File: config.mk
export PLATFORM = sky130hd
export DESIGN_NAME = ecc_cycle_ctrl
export DESIGN_NICKNAME = d
export VERILOG_FILES = /design/src/rtl/ecc_cyc_pkg.sv /design/src/rtl/ecc_boot_seq.sv /design/src/rtl/ecc_scrub_track.sv /design/src/rtl/ecc_cyc_fsm.sv /design/src/rtl/ecc_strobe_dec.sv /design/src/rtl/ecc_cycle_ctrl.sv
export SDC_FILE = /design/constraint.sdc
export NUM_CORES = 1
export LEC_CHECK = 0
export ABC_CLOCK_PERIOD_IN_PS = 2000
export BUFFER_PORTS_ARGS = -buffer_cell sky130_fd_sc_hd__buf_2
export CAP_MARGIN = 20
export CORE_MARGIN = 2
export CORE_UTILIZATION = 54
export DETAILED_ROUTE_END_ITERATION = 7
export GPL_TIMING_DRIVEN = 0
export PLACE_DENSITY = 0.76
export SLEW_MARGIN = 20
export SYNTH_ARGS = -nofsm -noshare
export SYNTH_HDL_FRONTEND = slang
export SYNTH_SLANG_ARGS = --single-unit
File: constraint.sdc
create_clock -name clk -period 2 [get_ports clk]
set_input_delay 0 -clock clk [delete_from_list [all_inputs] [get_ports clk]]
set_output_delay 0 -clock clk [all_outputs]
set_load 0.01 [all_outputs]
File: src/rtl/ecc_cyc_pkg.sv
// Shared types for the ECC memory cycle controller.
// Assumes: one state per memory phase; strobes are decoded from the state.
package ecc_cyc_pkg;

    typedef enum logic [3:0] {
        ST_WARM,
        ST_INIT,
        ST_IDLE,
        ST_RFSH,
        ST_RD,
        ST_RD_CHK,
        ST_RD_WB,
        ST_WR,
        ST_PW_RD,
        ST_PW_CHK,
        ST_PW_WR,
        ST_SC_RD,
        ST_SC_CHK,
        ST_SC_WB
    } cyc_state_e;

    typedef struct packed {
        logic we;
        logic dbm;
        logic latch;
        logic wz;
        logic chk;
    } strobe_t;

endpackage

File: src/rtl/ecc_boot_seq.sv
// Boot counter: times the warm-up and walks the array addresses during
// zero initialisation. Assumes the FSM raises in_warm / in_init only in
// the matching states, and one counter serves both phases.
module ecc_boot_seq #(
    parameter int AW          = 4,
    parameter int WARM_CYCLES = 8
) (
    input  logic          clk,
    input  logic          rst_n,
    input  logic          in_warm,
    input  logic          in_init,
    output logic          warm_last,
    output logic          init_last,
    output logic [AW-1:0] init_addr
);
    localparam int DEPTH = 1 << AW;
    localparam int WBITS = (WARM_CYCLES > 1) ? $clog2(WARM_CYCLES) : 1;
    localparam int CW    = ((WBITS > AW) ? WBITS : AW) + 1;

    logic [CW-1:0] cnt_q;

    // Last-cycle flags for each boot phase.
    always_comb begin
        warm_last = in_warm && (cnt_q == CW'(WARM_CYCLES - 1));
        init_last = in_init && (cnt_q == CW'(DEPTH - 1));
        init_addr = cnt_q[AW-1:0];
    end

    // Shared phase counter, cleared at the end of each phase.
    always_ff @(posedge clk) begin
        if (!rst_n) begin
            cnt_q <= '0;
        end else if (warm_last || init_last) begin
            cnt_q <= '0;
        end else if (in_warm || in_init) begin
            cnt_q <= cnt_q + 1'b1;
        end
    end
endmodule

File: src/rtl/ecc_scrub_track.sv
// Scrub tracker: counts quiet idle cycles and keeps the next scrub location.
// Assumes SCRUB_GAP >= 1 and that scrub_done pulses once per scrub.
module ecc_scrub_track #(
    parameter int AW        = 4,
    parameter int SCRUB_GAP = 64
) (
    input  logic          clk,
    input  logic          rst_n,
    input  logic          quiet_idle,
    input  logic          scrub_done,
    output logic          scrub_go,
    output logic [AW-1:0] scrub_ptr
);
    localparam int GW = $clog2(SCRUB_GAP + 1);

    logic [GW-1:0] gap_q;
    logic [AW-1:0] ptr_q;

    // A scrub is due on the last cycle of a quiet stretch.
    always_comb begin
        scrub_go  = quiet_idle && (gap_q == GW'(SCRUB_GAP - 1));
        scrub_ptr = ptr_q;
    end

    // Quiet-cycle counter, restarted by any activity or by a launch.
    always_ff @(posedge clk) begin
        if (!rst_n) begin
            gap_q <= '0;
        end else if (!quiet_idle || scrub_go) begin
            gap_q <= '0;
        end else begin
            gap_q <= gap_q + 1'b1;
        end
    end

    // Scrub pointer, stepping by one and wrapping at the array top.
    always_ff @(posedge clk) begin
        if (!rst_n) begin
            ptr_q <= '0;
        end else if (scrub_done) begin
            ptr_q <= ptr_q + 1'b1;
        end
    end
endmodule

File: src/rtl/ecc_cyc_fsm.sv
// Cycle sequencer: chooses between refresh, requests and scrubs, and walks
// each operation through its phases. Assumes err_in/ce_in are valid in the
// check phase and that refresh outranks requests, which outrank scrubs.
module ecc_cyc_fsm
    import ecc_cyc_pkg::*;
#(
    parameter int AW = 4
) (
    input  logic          clk,
    input  logic          rst_n,
    input  logic          rfsh_req,
    input  logic          req_valid,
    input  logic          req_wr,
    input  logic          req_full,
    input  logic [AW-1:0] req_addr,
    input  logic          err_in,
    input  logic          ce_in,
    input  logic          warm_last,
    input  logic          init_last,
    input  logic          scrub_go,
    input  logic [AW-1:0] scrub_ptr,
    output cyc_state_e    state_o,
    output logic [AW-1:0] addr_o,
    output logic          req_ready,
    output logic          quiet_idle
);
    cyc_state_e    state_q, state_d;
    logic [AW-1:0] addr_q;
    logic          accept;
    logic          fixable;
    logic          fatal;

    // Idle arbitration terms and error classification.
    always_comb begin
        req_ready  = (state_q == ST_IDLE) && !rfsh_req;
        accept     = req_ready && req_valid;
        quiet_idle = (state_q == ST_IDLE) && !rfsh_req && !req_valid;
        fixable    = err_in && ce_in;
        fatal      = err_in && !ce_in;
    end

    // Next-state selection for every phase.
    always_comb begin
        state_d = state_q;
        unique case (state_q)
            ST_WARM:   if (warm_last) state_d = ST_INIT;
            ST_INIT:   if (init_last) state_d = ST_IDLE;
            ST_IDLE: begin
                if (rfsh_req)             state_d = ST_RFSH;
                else if (accept)          state_d = !req_wr ? ST_RD :
                                                    (req_full ? ST_WR : ST_PW_RD);
                else if (scrub_go)        state_d = ST_SC_RD;
            end
            ST_RFSH:   state_d = ST_IDLE;
            ST_RD:     state_d = ST_RD_CHK;
            ST_RD_CHK: state_d = fixable ? ST_RD_WB : ST_IDLE;
            ST_RD_WB:  state_d = ST_IDLE;
            ST_WR:     state_d = ST_IDLE;
            ST_PW_RD:  state_d = ST_PW_CHK;
            ST_PW_CHK: state_d = fatal ? ST_IDLE : ST_PW_WR;
            ST_PW_WR:  state_d = ST_IDLE;
            ST_SC_RD:  state_d = ST_SC_CHK;
            ST_SC_CHK: state_d = fixable ? ST_SC_WB : ST_IDLE;
            ST_SC_WB:  state_d = ST_IDLE;
            default:   state_d = ST_IDLE;
        endcase
    end

    // State register.
    always_ff @(posedge clk) begin
        if (!rst_n) state_q <= ST_WARM;
        else        state_q <= state_d;
    end

    // Operation address: captured from the request or the scrub pointer.
    always_ff @(posedge clk) begin
        if (!rst_n) begin
            addr_q <= '0;
        end else if (accept) begin
            addr_q <= req_addr;
        end else if (state_q == ST_IDLE && !rfsh_req && scrub_go) begin
            addr_q <= scrub_ptr;
        end
    end

    assign state_o = state_q;
    assign addr_o  = addr_q;
endmodule

File: src/rtl/ecc_strobe_dec.sv
// Strobe decoder: maps the phase to the array and correction-unit strobes.
// Assumes a purely combinational decode; only the error strobe looks at an input.
module ecc_strobe_dec
    import ecc_cyc_pkg::*;
(
    input  cyc_state_e state,
    input  logic       err_in,
    output strobe_t    stb,
    output logic       estb
);
    // Per-phase strobe table.
    always_comb begin
        stb = '0;
        unique case (state)
            ST_WARM:   stb.dbm = 1'b1;
            ST_INIT:   begin stb.dbm = 1'b1; stb.we = 1'b1; stb.wz = 1'b1; end
            ST_IDLE:   stb = '0;
            ST_RFSH:   stb.dbm = 1'b1;
            ST_RD,
            ST_PW_RD,
            ST_SC_RD:  stb.dbm = 1'b1;
            ST_RD_CHK,
            ST_PW_CHK,
            ST_SC_CHK: begin stb.dbm = 1'b1; stb.latch = 1'b1; stb.chk = 1'b1; end
            ST_RD_WB,
            ST_WR,
            ST_PW_WR,
            ST_SC_WB:  begin stb.we = 1'b1; stb.latch = 1'b1; end
            default:   stb = '0;
        endcase
    end

    // The error strobe fires only in a check phase that saw an error.
    assign estb = stb.chk && err_in;
endmodule

File: src/rtl/ecc_cycle_ctrl.sv
// ECC memory cycle controller top: boot sequence, arbitration, operation
// phases and scrubbing. Assumes a single array of 2^AW locations and an
// external correction unit that answers within the check phase.
module ecc_cycle_ctrl
    import ecc_cyc_pkg::*;
#(
    parameter int AW          = 4,
    parameter int WARM_CYCLES = 8,
    parameter int SCRUB_GAP   = 64
) (
    input  logic          clk,
    input  logic          rst_n,
    input  logic          req_valid,
    input  logic          req_wr,
    input  logic          req_full,
    input  logic [AW-1:0] req_addr,
    output logic          req_ready,
    input  logic          rfsh_req,
    input  logic          err_in,
    input  logic          ce_in,
    output logic          we_o,
    output logic          dbm_o,
    output logic          estb_o,
    output logic          syn_latch_o,
    output logic          wr_zero_o,
    output logic [AW-1:0] mem_addr_o,
    output logic          busy_o,
    output logic          init_done_o
);
    cyc_state_e    state;
    strobe_t       stb;
    logic [AW-1:0] op_addr;
    logic [AW-1:0] init_addr;
    logic [AW-1:0] scrub_ptr;
    logic          warm_last, init_last, scrub_go, quiet_idle, estb;

    ecc_boot_seq #(.AW(AW), .WARM_CYCLES(WARM_CYCLES)) boot_i (
        .clk       (clk),
        .rst_n     (rst_n),
        .in_warm   (state == ST_WARM),
        .in_init   (state == ST_INIT),
        .warm_last (warm_last),
        .init_last (init_last),
        .init_addr (init_addr)
    );

    ecc_scrub_track #(.AW(AW), .SCRUB_GAP(SCRUB_GAP)) scrub_i (
        .clk        (clk),
        .rst_n      (rst_n),
        .quiet_idle (quiet_idle),
        .scrub_done (state == ST_SC_CHK),
        .scrub_go   (scrub_go),
        .scrub_ptr  (scrub_ptr)
    );

    ecc_cyc_fsm #(.AW(AW)) fsm_i (
        .clk        (clk),
        .rst_n      (rst_n),
        .rfsh_req   (rfsh_req),
        .req_valid  (req_valid),
        .req_wr     (req_wr),
        .req_full   (req_full),
        .req_addr   (req_addr),
        .err_in     (err_in),
        .ce_in      (ce_in),
        .warm_last  (warm_last),
        .init_last  (init_last),
        .scrub_go   (scrub_go),
        .scrub_ptr  (scrub_ptr),
        .state_o    (state),
        .addr_o     (op_addr),
        .req_ready  (req_ready),
        .quiet_idle (quiet_idle)
    );

    ecc_strobe_dec dec_i (
        .state  (state),
        .err_in (err_in),
        .stb    (stb),
        .estb   (estb)
    );

    // Output drive: strobes, address mux and phase status.
    always_comb begin
        we_o        = stb.we;
        dbm_o       = stb.dbm;
        syn_latch_o = stb.latch;
        wr_zero_o   = stb.wz;
        estb_o      = estb;
        mem_addr_o  = (state == ST_INIT) ? init_addr : op_addr;
        busy_o      = (state != ST_IDLE);
        init_done_o = (state != ST_WARM) && (state != ST_INIT);
    end
endmodule

==> load_flow_metrics.sql, run 1 <==
INSERT INTO impl_metrics (metric_group, metric, value, unit) VALUES
('clocking', 'htree_num_levels', '1', ''),
('global_route', 'met3_resource_use_gr', '5.000', '%'),
('setup_path', 'critPathKind', 'flop to primary output', ''),
('setup_path', 'critPathRequiredTime', '2000', 'ps'),
('clocking', 'clk_path_buf_depth', '2', ''),
('sta', 'layout_worst_path_cycle_share', '91.33', '%'),
('clocking', 'clock_latency', '320', 'ps'),
('logic_synthesis', 'synth_largest_area_cell', 'sky130_fd_sc_hd__dfxtp_1', ''),
('setup_path', 'cp_data_arrival_time', '1830', 'ps'),
('pwr', 'power.combinational.fraction', '9.3', '%'),
('global_route', 'globalRoute.busiestLayer', 'met2', ''),
('pwr', 'p_total', '0.8310', 'mW'),
('sta', 'final.setup.worst_slack', '173.5', 'ps'),
('global_route', 'grt_antenna_before_repair', '0', ''),
('global_route', 'gr-usage-met2', '36.95', '%'),
('logic_synthesis', 'synthSimpleGateAreaFrac', '25.16', '%'),
('global_route', 'grt_util_met1', '29.06', '%'),
('pwr', 'pwr_per_cell_area', '525.0', 'nW/um2'),
('route', 'drt_wl_total', '2993', 'um'),
('status', 'run_status', 'complete, no violations', ''),
('logic_synthesis', 'synth.yosys.seq_area_share', '35.39', '%'),
('global_route', 'globalRouteOverflowTotal', '0', ''),
('sta', 'maxSlewViolCount', '0', ''),
('global_route', 'vias_in_the_first_global_route', '1093', ''),
('placed_design', 'place.detailed.instances', '213', ''),
('logic_synthesis', 'synth_top_family_by_area', 'simple AND/OR/NAND/NOR gates', ''),
('floorplanning', 'initial_cell_density_of_the_core', '55.81', '%'),
('logic_synthesis', 'synth-main-ff-cell', 'sky130_fd_sc_hd__dfxtp_1', ''),
('floorplanning', 'row_count', '18', ''),
('logic_synthesis', 'postSynthRegisterBits', '24', ''),
('logic_synthesis', 'synth_cells', '160', ''),
('logic_synthesis', 'muxShareOfSynthArea', '7.742', '%'),
('sta', 'rsz0062_at_grt', 'false', ''),
('logic_synthesis', 'synth-adder-area-share', '3.687', '%'),
('floorplanning', 'pin_count', '24', ''),
('sta', 'hold-worst-slack', '0.4985', 'ps'),
('sta', 'min_period', '1827', 'ps'),
('floorplanning', 'placeableCoreArea', '2432', 'um2'),
('sta', 'hold_viol_final', '0', ''),
('placed_design', 'placed_area', '1510', 'um2'),
('pwr', 'power.switching', '0.1964', 'mW'),
('placed_design', 'placement.setup.worst_slack', '294.4', 'ps'),
('sta', 'slew_headroom', '68.78', '%'),
('logic_synthesis', 'postSynthNetCount', '176', ''),
('pwr', 'power.leakage', '0.7153', 'nW'),
('layout', 'ant_diodes', '0', ''),
('layout', 'final_common_cell', 'sky130_fd_sc_hd__buf_2', ''),
('clocking', 'ctsResizeCount', '0', ''),
('sta', 'report.final.setup_viol', '0', ''),
('placed_design', 'globalplace.congestion', '0.8727', ''),
('placed_design', 'place.port_buffers', '23', ''),
('route', 'vias', '1224', ''),
('pwr', 'irDropWorstVdd', '0.7425', 'mV'),
('layout', 'final-instance-count-excl-fill', '220', ''),
('layout', 'finalInstanceArea', '1583', 'um2'),
('route', 'drtPass1Iterations', '4', ''),
('global_route', 'groute.usage.overall', '22.36', '%'),
('layout', 'final_layout_size_suffix_gt1_share', '23.16', '%'),
('sta', 'finalSetupTns', '0', 'ps'),
('floorplanning', 'die-width', '54.14', 'um'),
('route', 'routed_wire_length_per_instance', '13.60', 'um'),
('logic_synthesis', 'synth_top_area_share', '35.39', '%'),
('sta', 'fmax', '547.5', 'MHz'),
('global_route', 'grt_first_pass_wirelength', '4733', 'um'),
('logic_synthesis', 'post_synthesis_share_of_cell_area_spent_on_xor_and_xnor_gates', '6.452', '%'),
('layout', 'utilization', '65.07', '%'),
('route', 'detailedRoute.firstIterationViolations', '43', ''),
('layout', 'mostFrequentLayoutCells', 'sky130_fd_sc_hd__buf_2, sky130_fd_sc_hd__dfxtp_1, sky130_fd_sc_hd__nor2_1, sky130_fd_sc_hd__nand2_1', ''),
('route', 'drt_drc_violations_left', '0', ''),
('layout', 'layout-area-overhead-vs-synth', '16.59', '%'),
('logic_synthesis', 'synth_compound_area_share', '15.94', '%');
## worst max-delay path, cell delays in order (launching register included)
cell and delay (ps):
sky130_fd_sc_hd__dfxtp_1 510, sky130_fd_sc_hd__buf_2 260, sky130_fd_sc_hd__nand2b_1 150, sky130_fd_sc_hd__nand3_1 150, sky130_fd_sc_hd__nor4bb_1 240, sky130_fd_sc_hd__buf_2 180
## cell families (layout without fill, tap and decap cells)
family                   after synthesis  in the layout
AND/OR/NAND/NOR                       62             62
adder cells (fa/ha/maj)                4              4
XOR/XNOR                              10             10
multiplexers                          10             10
buffers and inverters                 17             47
flip-flops                            24             24
AO/OA/AOI/OAI                         33             33
## area by class of cell
type,instances,area (um2)
Fill cell,213,849.6
Multi-Input combinational cell,119,800.8
Sequential cell,24,480.5
Timing Repair Buffer,27,155.1
Buffer,6,35.03
Clock buffer,4,36.28
Inverter,10,37.54
Tap cell,30,37.54
## routing by layer
| metal | routed length, um | vias to the layer above |
|---|---|---|
| met5 | 0 | - |
| met4 | 34 | 0 |
| met3 | 125 | 8 |
| met2 | 1477 | 34 |
| met1 | 1355 | 566 |
| li1 | - | 616 |
## worst paths after layout
path                                                     from                      endpoint  slack [ps]  cells past startpoint
worst min register to register    scrub_i.gap_q[6]$_SDFF_PP0_   scrub_i.gap_q[6]$_SDFF_PP0_         460                      2
worst min-delay path                              req_addr[0]  fsm_i.addr_o[0]$_SDFFE_PN0P_         0.5                      3
worst max register to register    scrub_i.gap_q[0]$_SDFF_PP0_  fsm_i.addr_o[0]$_SDFFE_PN0P_         240                      7
worst max-delay path            fsm_i.state_o[3]$_SDFFE_PN0P_                        estb_o         170                      5
## synth_stat cells, drive strengths merged, types with 2 or more instances
| cell type | n |
|---|---|
| clkbuf | 2 |
| nand2 | 18 |
| xor2 | 6 |
| mux2i | 6 |
| nor4b | 2 |
| nor2b | 2 |
| dfxtp | 24 |
| nor2 | 19 |
| nand4 | 3 |
| nand2b | 4 |
| inv | 10 |
| a211oi | 2 |
| mux2 | 4 |
| o21ai | 12 |
| xnor2 | 4 |
| a21oi | 8 |
| nor3 | 3 |
| ha | 4 |
| nand3 | 4 |
| and2 | 2 |
| buf | 5 |
| and3 | 2 |
## registers in the layout, summed over array words and instances, names as in the netlist
name               count
fsm_i.state_o          4
fsm_i.addr_o           4
boot_i.cnt_q           5
scrub_i.scrub_ptr      4
scrub_i.gap_q          7
## power groups by stage
stage                     Clock (mW)  Sequential (mW)  Combinational [mW]
after floorplan                    0            0.504              0.0449
after global routing           0.279            0.497              0.0882
after CTS                      0.262            0.496              0.0779
after detailed placement           0            0.507              0.0712
final                          0.258            0.496              0.0775
after global placement             0            0.506              0.0683
## repair_timing
| item | 4_1_cts | 5_1_grt |
|---|---|---|
| hold buffers | 4 | 0 |
| setup buffers | 0 | 0 |
| endpoints found under the hold margin | 5 | 0 |
| endpoints found under the setup margin | 0 | 4 |
No activity file was read; power rests on OpenSTA's default activity.
==> inputs of run 2 (changes only) <==
Settings changed: ABC_AREA from default to 1, CORE_UTILIZATION 54 to 55, PLACE_DENSITY 0.76 to 0.77.
==> load_flow_metrics.sql, run 2 <==
INSERT INTO impl_metrics (metric_group, metric, value, unit) VALUES
('sta', 'layout_worst_path_cycle_share', '82.51', '%'),
('pwr', 'power.leakage', '0.7555', 'nW'),
('pwr', 'p_total', '1.333', 'mW'),
('clocking', 'htree_num_levels', '1', ''),
('logic_synthesis', 'synth_area_per_cell', '6.649', 'um2'),
('route', 'highest-signal-layer', 'met4', ''),
('route', 'routed_wire_length_per_instance', '9.840', 'um'),
('logic_synthesis', 'synth_top_area_share', '34.41', '%'),
('worst_hold_path', 'worst_hold_path.endpoint', 'fsm_i.addr_o[3]$_SDFFE_PN0P_', ''),
('setup_path', 'critical_path_origin', 'fsm_i.state_o[1]$_SDFFE_PN0P_', ''),
('pwr', 'pwr_per_cell_area', '835.8', 'nW/um2'),
('setup_path', 'critPathLaunchType', 'flop', ''),
('floorplanning', 'initial_cell_density_of_the_core', '57.41', '%'),
('pwr', 'irDropWorstVdd', '0.5258', 'mV'),
('sta', 'slew_headroom', '80.53', '%'),
('route', 'ant_nets', '0', ''),
('setup_path', 'reg2reg_to', 'fsm_i.state_o[1]$_SDFFE_PN0P_', ''),
('placed_design', 'detailedPlacementHpwl', '2107', 'um'),
('floorplanning', 'row_count', '18', ''),
('floorplanning', 'die-width', '54.39', 'um'),
('setup_path', 'critical_path.max_fanout', '7', ''),
('layout', 'fin_nets', '255', ''),
('route', 'drt_wl_total', '2637', 'um'),
('route', 'detailedRoute.firstIterationViolations', '22', ''),
('clocking', 'clock_sinks', '24', ''),
('global_route', 'globalRouteOverflowTotal', '0', ''),
('layout', 'layout-area-overhead-vs-synth', '14.25', '%'),
('floorplanning', 'pin_count', '24', ''),
('global_route', 'largest_net_degree_at_the_start_of_global_routing', '14', ''),
('global_route', 'grt_first_pass_wirelength', '4457', 'um'),
('clocking', 'ctsResizeCount', '0', ''),
('placed_design', 'placed_area', '1549', 'um2'),
('setup_path', 'reg2regPathDepth', '10', ''),
('setup_path', 'r2r-start', 'boot_i.cnt_q[0]$_SDFFE_PP0N_', ''),
('logic_synthesis', 'postSynthRegisterBits', '24', ''),
('layout', 'final_common_cell', 'sky130_fd_sc_hd__nand2_1', ''),
('clocking', 'cts_setup_buffers', '0', ''),
('worst_hold_path', 'startpoint_of_the_worst_hold_path', 'req_addr[3]', ''),
('layout', 'layout_top_registers', 'scrub_i.gap_q: 7 flops, boot_i.cnt_q: 5 flops', ''),
('clocking', 'cts_tree', 'built', ''),
('route', 'drt_drc_violations_left', '0', ''),
('setup_path', 'critPathRequiredTime', '2000', 'ps'),
('logic_synthesis', 'async_reset_ff_share', '0', '%'),
('layout', 'mostFrequentLayoutCells', 'sky130_fd_sc_hd__nand2_1, sky130_fd_sc_hd__nor2_1, sky130_fd_sc_hd__dfxtp_1, sky130_fd_sc_hd__buf_2, sky130_fd_sc_hd__inv_1', ''),
('clocking', 'clk_path_buf_depth', '2', ''),
('floorplanning', 'die_area', '2958', 'um2'),
('global_route', 'vias_in_the_first_global_route', '1132', ''),
('global_route', 'groute.usage.overall', '20.59', '%'),
('logic_synthesis', 'ys_types', '27', ''),
('setup_path', 'cp_data_arrival_time', '1650', 'ps'),
('logic_synthesis', 'synth_largest_area_cell', 'sky130_fd_sc_hd__dfxtp_1', ''),
('run', 'timing.max_cap.violations', '0', ''),
('clocking', 'tritoncts.num_buffers', '3', ''),
('logic_synthesis', 'synth.yosys.seq_area_share', '34.41', '%'),
('floorplanning', 'dieHeight', '54.39', 'um'),
('placed_design', 'globalplace.congestion', '0.7751', ''),
('clocking', 'worst_setup_hold_path_clk_slew', '130', 'ps'),
('sta', 'report.final.setup_viol', '0', ''),
('setup_path', 'worst-r2r-setup-slack', '390', 'ps'),
('layout', 'largest_register_ffs', '7', ''),
('layout', 'ant_diodes', '0', ''),
('logic_synthesis', 'netlist_area', '1396', 'um2'),
('logic_synthesis', 'postSynthNetCount', '226', ''),
('route', 'm1WireLength', '1314', 'um'),
('logic_synthesis', 'ys.warnings.count', '0', ''),
('setup_path', 'endpoint_kind', 'primary output', ''),
('sta', 'finalClockSkew', '1.156', 'ps'),
('clocking', 'clock_latency', '310', 'ps'),
('floorplanning', 'placeableCoreArea', '2432', 'um2'),
('logic_synthesis', 'synth.cells.most_frequent', 'sky130_fd_sc_hd__nand2_1, sky130_fd_sc_hd__nor2_1, sky130_fd_sc_hd__dfxtp_1', ''),
('setup_path', 'critPathKind', 'flop to primary output', ''),
('worst_hold_path', 'min_delay_path_depth', '5', ''),
('sta', 'rsz0062_at_grt', 'false', ''),
('sta', 'worst_pin_slew', '291.7', 'ps'),
('placed_design', 'place.port_buffers', '23', ''),
('sta', 'hold_viol_final', '0', ''),
('route', 'wl_met3', '108', 'um'),
('logic_synthesis', 'synth-main-ff-cell', 'sky130_fd_sc_hd__dfxtp_1', ''),
('logic_synthesis', 'synth_area_leaders', 'sky130_fd_sc_hd__dfxtp_1, sky130_fd_sc_hd__nand2_1, sky130_fd_sc_hd__nor2_1', ''),
('route', 'vias', '1317', ''),
('sta', 'min_period', '1650', 'ps'),
('layout', 'utilization', '65.59', '%'),
('worst_hold_path', 'hold_path_class', 'primary input to flop', ''),
('layout', 'max_flop_register', 'scrub_i.gap_q', ''),
('global_route', 'grt_antenna_before_repair', '0', ''),
('route', 'met2WireLength', '1201', 'um'),
('sta', 'maxSlewViolCount', '0', ''),
('clocking', 'clk_root_buffer_cell', 'sky130_fd_sc_hd__clkbuf_4', ''),
('sta', 'fmax', '606.0', 'MHz'),
('logic_synthesis', 'post_synth_edffs', '0', ''),
('logic_synthesis', 'synth_cells', '210', ''),
('layout', 'finalInstanceArea', '1595', 'um2'),
('status', 'run_status', 'complete, no violations', ''),
('route', 'drtPass1Iterations', '4', ''),
('layout', 'final_layout_size_suffix_gt1_share', '20.17', '%'),
('route', 'route.detailed.vias_per_inst', '4.914', ''),
('sta', 'finalSetupTns', '0', 'ps'),
('logic_synthesis', 'yosysMostFrequentCell', 'sky130_fd_sc_hd__nand2_1', '');
-- run 2: final cells by class --
class	instances	area, um2
Timing Repair Buffer	24	125.1
Fill cell	250	837.1
Clock buffer	4	36.28
Sequential cell	24	480.5
Inverter	26	97.59
Tap cell	30	37.54
Multi-Input combinational cell	160	818.3
-- run 2: logic make-up after synthesis --
group,Yosys count,synth area share (%)
buf+inv,26,6.989
compound gates,25,11.29
fa+ha+maj,4,3.584
flops,24,34.41
xor+xnor,7,4.391
mux,1,0.8064
simple gates,123,38.53
-- run 2: metrics by stage --
stage,cells,worst slack [ps],hold slack (ps)
after floorplan,210,539.1,109.3
after global placement,263,399.4,330.9
after detailed placement,263,406.8,330.4
after CTS,268,340.9,7.389
after global routing,268,169.2,23.32
final,268,349.8,16.22
-- run 2: critical path: stages (launching register included) --
cell and delay, ps:
sky130_fd_sc_hd__dfxtp_1 400, sky130_fd_sc_hd__inv_2 140, sky130_fd_sc_hd__nand2_1 120, sky130_fd_sc_hd__nor2_4 190, sky130_fd_sc_hd__inv_1 160, sky130_fd_sc_hd__o21ai_0 190
sky130_fd_sc_hd__buf_2 160
-- run 2: power by group --
part           switching, mW  internal [mW]  total [mW]
registers             0.0595          0.527       0.587
logic                  0.302          0.192       0.494
clock network          0.142          0.111       0.253
total                  0.503          0.830        1.33
-- run 2: worst max path at each step --
| stage | cells past startpoint | slack, ps | to |
|---|---|---|---|
| global route | 10 | 170 | fsm_i.state_o[1]$_SDFFE_PN0P_ |
| finish | 6 | 350 | mem_addr_o[3] |
| global placement | 10 | 400 | fsm_i.state_o[1]$_SDFFE_PN0P_ |
| floorplan | 10 | 540 | fsm_i.state_o[1]$_SDFFE_PN0P_ |
| detailed placement | 10 | 410 | fsm_i.state_o[1]$_SDFFE_PN0P_ |
| CTS | 6 | 340 | mem_addr_o[3] |
-- run 2: metal layers --
layer	vias up	GRT usage, %
li1	722	-
met1	566	27.01
met2	27	33.73
met3	2	3.279
met4	0	7.917
met5	-	0
-- run 2: timing repair --
item | 4_1_cts | 5_1_grt
hold endpoints to repair | 1 | 0
hold buffers | 1 | 0
endpoints found under the setup margin | 0 | 0
==> inputs of run 3 (changes only) <==
Settings changed: ABC_CLOCK_PERIOD_IN_PS 2000 to 1700.
Clock period 2 ns to 1.7 ns, I/O delays scaled along.
==> load_flow_metrics.sql, run 3 (same netlist as run 2, synthesis figures left out) <==
INSERT INTO impl_metrics (metric_group, metric, value, unit) VALUES
('worst_hold_path', 'worst_hold_path.endpoint', 'fsm_i.addr_o[3]$_SDFFE_PN0P_', ''),
('route', 'drt_wl_total', '2633', 'um'),
('sta', 'finalClockSkew', '1.008', 'ps'),
('global_route', 'met3_resource_use_gr', '3.279', '%'),
('setup_path', 'critical_path.max_fanout', '7', ''),
('clocking', 'clock_sinks', '24', ''),
('global_route', 'largest_net_degree_at_the_start_of_global_routing', '14', ''),
('route', 'ant_nets', '0', ''),
('route', 'detailedRoute.firstIterationViolations', '21', ''),
('placed_design', 'globalplace.congestion', '0.7751', ''),
('setup_path', 'reg2reg_to', 'fsm_i.state_o[1]$_SDFFE_PN0P_', ''),
('sta', 'slew_headroom', '80.17', '%'),
('layout', 'utilization', '66.10', '%'),
('global_route', 'groute.usage.overall', '20.59', '%'),
('worst_hold_path', 'startpoint_of_the_worst_hold_path', 'req_addr[3]', ''),
('pwr', 'fraction_of_power_spent_switching_nets', '37.86', '%'),
('global_route', 'globalRouteOverflowTotal', '0', ''),
('floorplanning', 'placeableCoreArea', '2432', 'um2'),
('setup_path', 'critPathKind', 'flop to primary output', ''),
('clocking', 'clock_latency', '310', 'ps'),
('global_route', 'grt_antenna_before_repair', '0', ''),
('sta', 'layout_worst_path_cycle_share', '92.47', '%'),
('pwr', 'power.switching', '0.6018', 'mW'),
('global_route', 'grt_first_pass_wirelength', '4457', 'um'),
('route', 'drtPass1Iterations', '4', ''),
('floorplanning', 'row_count', '18', ''),
('placed_design', 'place.detailed.instances', '263', ''),
('global_route', 'gr-usage-met2', '33.73', '%'),
('pwr', 'seq_power_share', '44.1', '%'),
('placed_design', 'placement.setup.worst_slack', '106.8', 'ps'),
('global_route', 'globalRoute.busiestLayer', 'met2', ''),
('worst_hold_path', 'hold_path_class', 'primary input to flop', ''),
('placed_design', 'detailedPlacementHpwl', '2107', 'um'),
('layout', 'fill_cell_count', '246', ''),
('route', 'vias', '1322', ''),
('sta', 'maxSlewViolCount', '0', ''),
('clocking', 'clk_root_buffer_cell', 'sky130_fd_sc_hd__clkbuf_4', ''),
('layout', 'layout-area-overhead-vs-synth', '15.14', '%'),
('sta', 'hold-worst-slack', '16.27', 'ps'),
('floorplanning', 'initial_cell_density_of_the_core', '57.41', '%'),
('pwr', 'power_frac_clock', '18.7', '%'),
('setup_path', 'critPathLaunchType', 'flop', ''),
('sta', 'hold_viol_final', '0', ''),
('floorplanning', 'die_area', '2958', 'um2'),
('sta', 'worst_pin_slew', '297.0', 'ps'),
('sta', 'final.setup.worst_slack', '127.9', 'ps'),
('setup_path', 'critPathRequiredTime', '1700', 'ps'),
('clocking', 'htree_num_levels', '1', ''),
('layout', 'max_flop_register', 'scrub_i.gap_q', ''),
('setup_path', 'r2r-start', 'boot_i.cnt_q[0]$_SDFFE_PP0N_', ''),
('sta', 'fmax', '636.1', 'MHz'),
('layout', 'largest_register_ffs', '7', ''),
('setup_path', 'endpoint_kind', 'primary output', ''),
('pwr', 'pwr_per_cell_area', '988.7', 'nW/um2'),
('layout', 'mostFrequentLayoutCells', 'sky130_fd_sc_hd__nand2_1, sky130_fd_sc_hd__nor2_1, sky130_fd_sc_hd__buf_2, sky130_fd_sc_hd__dfxtp_1, sky130_fd_sc_hd__inv_1', ''),
('layout', 'final-instance-count-excl-fill', '268', ''),
('clocking', 'clk_path_buf_depth', '2', ''),
('route', 'routed_wire_length_per_instance', '9.825', 'um'),
('status', 'run_status', 'complete, no violations', ''),
('floorplanning', 'die-width', '54.39', 'um'),
('sta', 'min_period', '1572', 'ps'),
('layout', 'fin_nets', '255', ''),
('route', 'route.detailed.vias_per_inst', '4.933', ''),
('clocking', 'worst_setup_hold_path_clk_slew', '130', 'ps'),
('sta', 'report.final.setup_viol', '0', ''),
('global_route', 'grt_util_met1', '27.01', '%'),
('layout', 'ant_diodes', '0', ''),
('layout', 'final_layout_size_suffix_gt1_share', '21.85', '%'),
('pwr', 'power.leakage', '0.7573', 'nW'),
('setup_path', 'cp_data_arrival_time', '1570', 'ps'),
('clocking', 'cts_tree', 'built', ''),
('floorplanning', 'dieHeight', '54.39', 'um'),
('clocking', 'tritoncts.num_buffers', '3', ''),
('run', 'timing.max_cap.violations', '0', ''),
('route', 'drt_drc_violations_left', '0', ''),
('placed_design', 'place.port_buffers', '23', ''),
('global_route', 'vias_in_the_first_global_route', '1132', ''),
('layout', 'layout_top_registers', 'scrub_i.gap_q: 7 flops, boot_i.cnt_q: 5 flops', ''),
('layout', 'final_common_cell', 'sky130_fd_sc_hd__nand2_1', ''),
('pwr', 'irDropWorstVdd', '0.7517', 'mV'),
('setup_path', 'worst-r2r-setup-slack', '180', 'ps'),
('floorplanning', 'pin_count', '24', ''),
('setup_path', 'reg2regPathDepth', '10', ''),
('pwr', 'cell_internal_pwr', '0.9878', 'mW'),
('pwr', 'power.combinational.fraction', '37.2', '%'),
('worst_hold_path', 'min_delay_path_depth', '5', '');
[run 3: how the worst max path moves through the flow]
stage | start | to | slack (ps) | depth (start not counted)
6_report | fsm_i.state_o[1]$_SDFFE_PN0P_ | mem_addr_o[3] | 130 | 6
5_1_grt | boot_i.cnt_q[0]$_SDFFE_PP0N_ | fsm_i.state_o[1]$_SDFFE_PN0P_ | -1 | 10
4_1_cts | fsm_i.state_o[1]$_SDFFE_PN0P_ | mem_addr_o[3] | 40 | 6
3_5_place_dp | boot_i.cnt_q[0]$_SDFFE_PP0N_ | fsm_i.state_o[1]$_SDFFE_PN0P_ | 110 | 10
3_3_place_gp | boot_i.cnt_q[0]$_SDFFE_PP0N_ | fsm_i.state_o[1]$_SDFFE_PN0P_ | 100 | 10
2_1_floorplan | boot_i.cnt_q[0]$_SDFFE_PP0N_ | fsm_i.state_o[1]$_SDFFE_PN0P_ | 240 | 10
[run 3: layer usage]
| metal | share of wire, % | routed length [um] |
|---|---|---|
| met4 | 0.46 | 12 |
| met5 | 0 | 0 |
| met2 | 45 | 1198 |
| met3 | 4.1 | 107 |
| met1 | 50 | 1314 |
[run 3: timing repair]
| action | CTS | global route |
|---|---|---|
| hold endpoints to repair | 1 | 0 |
| hold buffers | 1 | 0 |
| resized for setup | 0 | 6 |
| setup endpoints to repair | 0 | 7 |
| buffers inserted | 0 | 0 |
[run 3: power groups by stage]
stage          logic [mW]  registers (mW)  clock network [mW]
2_1_floorplan       0.438           0.687                   0
3_3_place_gp        0.574           0.701                   0
3_5_place_dp        0.580           0.701                   0
4_1_cts             0.585           0.688               0.310
5_1_grt             0.681           0.709               0.333
6_report            0.591           0.701               0.298
[run 3: critical path: stages (launching register included)]
cell and delay [ps]:
sky130_fd_sc_hd__dfxtp_1 400, sky130_fd_sc_hd__inv_2 140, sky130_fd_sc_hd__nand2_1 120, sky130_fd_sc_hd__nor2_4 180, sky130_fd_sc_hd__inv_2 110, sky130_fd_sc_hd__o21ai_0 170
sky130_fd_sc_hd__buf_2 160
[run 3: metrics by stage]
stage | power, mW | instance area [um2] | TNS (ps)
2_1_floorplan | 1.125 | 1396 | 0
3_3_place_gp | 1.275 | 1549 | 0
3_5_place_dp | 1.282 | 1549 | 0
4_1_cts | 1.583 | 1595 | 0
5_1_grt | 1.723 | 1608 | -1.017
6_report | 1.590 | 1608 | 0
[run 3: area by class of cell]
class	count	area (um2)	share of cell area, %
inverter	26	97.59	6.070
timing repair buffer	24	125.1	7.782
sequential	24	485.5	30.19
multi-input combinational	160	825.8	51.36
tap	30	37.54	2.335
clock buffer	4	36.28	2.257
